## config.mk

```make
export PLATFORM = sky130hd
export DESIGN_NAME = conv_seq_top
export DESIGN_NICKNAME = d
export VERILOG_FILES = /design/src/rtl/conv_seq_pkg.sv /design/src/rtl/seq_timer.sv /design/src/rtl/start_fall_det.sv /design/src/rtl/sample_latch.sv /design/src/rtl/conv_seq_top.sv
export SDC_FILE = /design/constraint.sdc
export NUM_CORES = 1
export LEC_CHECK = 0
export BUFFER_PORTS_ARGS = -buffer_cell sky130_fd_sc_hd__buf_4
export CAP_MARGIN = 5
export CORE_ASPECT_RATIO = 0.5
export CORE_UTILIZATION = 25
export DETAILED_ROUTE_END_ITERATION = 16
export PLACE_DENSITY = 0.52
export SLEW_MARGIN = 10
export SYNTH_ARGS = -nofsm -noshare
export SYNTH_HDL_FRONTEND = slang
export SYNTH_HIERARCHICAL = 1
export SYNTH_SLANG_ARGS = --single-unit
```

## constraint.sdc

```tcl
create_clock -name clk -period 1.75 [get_ports clk]
set_input_delay 0.0875 -clock clk [delete_from_list [all_inputs] [get_ports clk]]
set_output_delay 0.0875 -clock clk [all_outputs]
set_load 0.02 [all_outputs]
```

## src/rtl/conv_seq_pkg.sv

```systemverilog
package conv_seq_pkg;

  typedef enum logic [1:0] {
    ST_ACQ  = 2'd0,
    ST_WAIT = 2'd1,
    ST_CONV = 2'd2,
    ST_PDN  = 2'd3
  } seq_state_t;

  // Bits needed to count 0 .. n-1 (at least one bit).
  function automatic int unsigned cnt_width(input int unsigned n);
    return (n < 2) ? 1 : $clog2(n);
  endfunction

  // Edge-start detection: previous level high, current level low.
  function automatic logic is_fall(input logic prev, input logic cur);
    return prev & ~cur;
  endfunction

  // Length of one unblocked cycle of the immediate-start mode.
  function automatic int unsigned period(input int unsigned acq, input int unsigned cnv);
    return acq + cnv;
  endfunction

endpackage

```

## src/rtl/seq_timer.sv

```systemverilog
module seq_timer #(
  parameter int unsigned LEN = 8
) (
  input  logic clk,
  input  logic rst,
  input  logic run,
  output logic done
);
  localparam int unsigned W = conv_seq_pkg::cnt_width(LEN);
  localparam logic [W-1:0] LAST = W'(LEN - 1);

  logic [W-1:0] cnt;

  assign done = run && (cnt == LAST);

  always_ff @(posedge clk) begin
    if (rst || !run || done) cnt <= '0;
    else                     cnt <= cnt + 1'b1;
  end
endmodule

```

## src/rtl/start_fall_det.sv

```systemverilog
module start_fall_det (
  input  logic clk,
  input  logic rst,
  input  logic din,
  output logic fall
);
  logic din_q;

  always_ff @(posedge clk) begin
    if (rst) din_q <= 1'b0;
    else     din_q <= din;
  end

  assign fall = conv_seq_pkg::is_fall(din_q, din);
endmodule

```

## src/rtl/sample_latch.sv

```systemverilog
module sample_latch #(
  parameter int unsigned DATA_W = 16
) (
  input  logic              clk,
  input  logic              rst,
  input  logic              hold,
  input  logic              publish,
  input  logic [DATA_W-1:0] sample,
  output logic [DATA_W-1:0] result
);
  logic [DATA_W-1:0] held_q;

  always_ff @(posedge clk) begin
    if (rst) begin
      held_q <= '0;
      result <= '0;
    end else begin
      if (hold)    held_q <= sample;
      if (publish) result <= held_q;
    end
  end
endmodule

```

## src/rtl/conv_seq_top.sv

```systemverilog
module conv_seq_top #(
  parameter int unsigned DATA_W  = 16,
  parameter int unsigned ACQ_CYC = 8,
  parameter int unsigned CNV_CYC = 12
) (
  input  logic              clk,
  input  logic              rst,
  input  logic              cnv_start_i,
  input  logic              pwr_dn_i,
  input  logic [DATA_W-1:0] sample_i,
  output logic              busy_o,
  output logic [DATA_W-1:0] result_o,
  output logic              result_vld_o
);
  import conv_seq_pkg::*;

  seq_state_t st, st_nx;

  // Named internal events, also observed by the bound checker.
  logic acq_done;
  logic cnv_done;
  logic start_fall;
  logic hold_evt;

  seq_timer #(.LEN(ACQ_CYC)) u_acq_tmr (
    .clk (clk),
    .rst (rst),
    .run (st == ST_ACQ),
    .done(acq_done)
  );

  seq_timer #(.LEN(CNV_CYC)) u_cnv_tmr (
    .clk (clk),
    .rst (rst),
    .run (st == ST_CONV),
    .done(cnv_done)
  );

  start_fall_det u_fall (
    .clk (clk),
    .rst (rst),
    .din (cnv_start_i),
    .fall(start_fall)
  );

  assign hold_evt = !pwr_dn_i &&
                    (((st == ST_ACQ) && acq_done && !cnv_start_i) ||
                     ((st == ST_WAIT) && start_fall));

  always_comb begin
    st_nx = st;
    unique case (st)
      ST_ACQ: begin
        if (pwr_dn_i)      st_nx = ST_PDN;
        else if (acq_done) st_nx = cnv_start_i ? ST_WAIT : ST_CONV;
      end
      ST_WAIT: begin
        if (pwr_dn_i)        st_nx = ST_PDN;
        else if (start_fall) st_nx = ST_CONV;
      end
      ST_CONV: begin
        if (cnv_done) st_nx = pwr_dn_i ? ST_PDN : ST_ACQ;
      end
      ST_PDN: begin
        if (!pwr_dn_i) st_nx = ST_ACQ;
      end
      default: st_nx = ST_ACQ;
    endcase
  end

  always_ff @(posedge clk) begin
    if (rst) begin
      st           <= ST_ACQ;
      result_vld_o <= 1'b0;
    end else begin
      st           <= st_nx;
      result_vld_o <= cnv_done;
    end
  end

  sample_latch #(.DATA_W(DATA_W)) u_latch (
    .clk    (clk),
    .rst    (rst),
    .hold   (hold_evt),
    .publish(cnv_done),
    .sample (sample_i),
    .result (result_o)
  );

  assign busy_o = (st == ST_CONV);
endmodule

```

==> reports/results.ini <==
[route]
num_vias=1216
dr.pass1.iters=4
drc=0
antenna_left=0
finalWirelength_mm=3.363
vias_per_cell=4.150
wl_per_cell_um=11.48
drtIter0Drc=37

[placement]
preCtsSetupSlack_ps=-38.63
placed_area_um2=2117
dp_hpwl_mm=2.266
io_buffers=37
gp_congestion=0.6915

[cts]
max-clock-path-buffers=2
clk_latency_ps=280
path_clk_slew_ps=70
cts_buffers=5
root_buffer=clkbuf_16
ctsHoldBuffers=0
cts_tree=yes
cts_htree_levels=2
clock-sinks=43

[sta]
fin_setup_tns_ps=0
fin_skew_ps=9.379
slew-limit-headroom=0.7249
finalWorstSetupSlack_ps=33.09
rsz0062_at_grt=yes
worstMarginPinSlew_ps=412.7
setup_viol=0
hold_slack_ps=37.45
fmax_mhz=582.4
min_period_ps=1717
finalCritPeriodShare=0.9811
finalHoldViolCount=0
drv_slew=0

[min_path]
hold_path.class=in -> reg
min_from=sample_i[1]
hold_depth=3
min_to=u_latch/held_q[1]

[setup_path]
timing.rr.end=u_latch/held_q[14]
r2r_start=u_acq_tmr/cnt[0]
worstSetupEndpointType=register
rr_worst_depth=10
crit_fanout=8
r2r_slack_ps=30
startpoint_type=register
arrival_ps=1870
startpoint=u_acq_tmr/cnt[0]
path_class=reg -> reg
cp.required_ps=1900

[synth]
ys_ff_latch=43
synth.top_cell.area_share=0.5100
synth_area_per_cell_um2=10.96
post-synth-top-count-cell=dfxtp_1
synth_nets=177
async_flop_share=0
syn-cell-area_um2=1688
ys_seq_area_frac=0.5100
ys_types=30
synth_cells=154
synth_edf_count=0
yosys_warnings=6
synth_ff_type=dfxtp_1
synth_area_leaders=dfxtp_1 51%, mux2i_1 20%, nor2_1 8.2%
synth_common_cells=43 x dfxtp_1, 37 x nor2_1, 33 x mux2i_1
yosysTopAreaCell=dfxtp_1

[floorplanning]
initial_core_util=0.2687
die_w_um=118.2
dieArea_um2=7104
die_h_um=60.10
fp-row-count=20
io_pins=38
core-area_um2=6281

[finish]
final_nets=227
syn_to_final_growth_pct=39.36
fin_area_um2=2352
nFillCells=636
drive_gt1_frac=0.3805
diodes=0

[global_routing]
grt_pass1_wl_mm=5.706
gr-total-overflow=0
grt_max_degree=41
antenna_found_initial=0
groute.usage.overall=0.1053
grt_pass1_vias=1251

[status]
outcome=completed

[power]
leakage_nw=0.9008
p_per_area_nw_per_um2=923.3
vdd_ir_drop_max_uv=333.1

[flow_run]
cap_violations=0

==> layout make-up <==
type / instances / area, um^2 / share of cell area
timing repair buffer: 51 / 419.2 / 0.1782
multi-input combinational: 101 / 783.3 / 0.3330
clock inverter: 3 / 43.79 / 0.01862
inverter: 2 / 7.507 / 0.003191
sequential: 43 / 863.3 / 0.3670
clock buffer: 5 / 125.1 / 0.05319
tap: 88 / 110.1 / 0.04681
==> worst max-delay path by stage <==
| stage | to | slack, ps | depth (start not counted) |
|---|---|---|---|
| 5_1_grt | u_latch/held_q[14] | -90 | 10 |
| 3_3_place_gp | u_latch/held_q[15] | 20 | 9 |
| 2_1_floorplan | u_latch/held_q[10] | -20 | 10 |
| 4_1_cts | u_latch/held_q[14] | -20 | 10 |
| 6_report | u_latch/held_q[14] | 30 | 10 |
| 3_5_place_dp | u_latch/held_q[2] | -40 | 9 |
==> registers in the layout (all words and copies together), names as in the netlist <==
name            cells
st                  2
u_fall/din_q        1
result_vld_o        1
u_latch/held_q     16
u_cnv_tmr/cnt       4
u_acq_tmr/cnt       3
u_latch/result     16
==> worst max-delay path, stage by stage (launching register included) <==
cell,delay [ps]
dfxtp_2,340
ha_4,130
ha_4,120
and2_4,130
nor2b_4,140
a22oi_2,60
nor3_2,110
buf_4,170
buf_12,140
mux2i_1,200
nor2_1,50
==> where the power goes <==
part           switching [mW]  internal [mW]
clock                   0.376          0.672
combinational          0.0542         0.0665
sequential             0.0100          0.992
total                   0.441           1.73
==> per-stage QoR <==
| step | utilization | instances | power, mW |
|---|---|---|---|
| after global routing | 0.3745 | 293 | 2.253 |
| final | 0.3745 | 293 | 2.172 |
| after floorplan | - | 154 | 1.081 |
| after detailed placement | 0.3371 | 280 | 1.142 |
| after CTS | 0.3727 | 292 | 2.212 |
| after global placement | 0.3371 | 280 | 1.139 |
==> per-layer routing <==
layer  wire length [um]  share of wire  global-route usage
met2               1540           0.46              0.1706
met3                131          0.039             0.04008
met1               1639           0.49              0.1259
met5                  0              0                   0
met4                 52          0.015             0.04945
==> cells by family (layout without fill, tap and decap cells) <==
kind of cell | Yosys count | after routing | synth area share
simple gates | 55 | 55 | 0.1705
flops | 43 | 43 | 0.5100
mux | 33 | 33 | 0.1957
buf+inv | 10 | 61 | 0.05634
compound gates | 8 | 8 | 0.03484
fa+ha+maj | 3 | 3 | 0.02224
xor+xnor | 2 | 2 | 0.01038
==> repair_timing <==
action,CTS,global route
gates cloned,1,0
pin swaps,0,2
setup endpoints to repair,16,19
gates resized for setup,2,1
buffers inserted,3,1
==> cell usage in the layout, fill, tap and decap left out <==
cell / netlist / routed
a2111oi_2: 1 / 1
a21oi_1: 3 / 3
a22oi_2: 0 / 1
and2_4: 0 / 1
and2b_2: 1 / 1
and4bb_2: 2 / 2
buf_12: 2 / 1
buf_16: 0 / 1
buf_4: 0 / 48
buf_6: 3 / 1
bufinv_16: 0 / 1
clkbuf_16: 0 / 5
clkinv_2: 0 / 1
clkinv_4: 0 / 1
dfxtp_1: 43 / 41
dfxtp_2: 0 / 2
ha_1: 3 / 1
ha_4: 0 / 2
inv_1: 2 / 2
mux2i_1: 33 / 33
nand2_1: 1 / 1
nand3_2: 1 / 1
nor2_1: 37 / 36
nor2_2: 1 / 2
nor2b_1: 3 / 3
nor2b_2: 1 / 1
nor2b_4: 1 / 1
nor3_2: 0 / 1
nor3b_1: 2 / 1
nor3b_4: 0 / 1
nor4_1: 2 / 2
nor4b_2: 1 / 1
o21a_1: 1 / 1
o21ai_0: 1 / 1
o21ai_2: 1 / 1
xnor2_1: 1 / 1
xor2_1: 1 / 1
No activity file was read; power rests on OpenSTA's default activity.
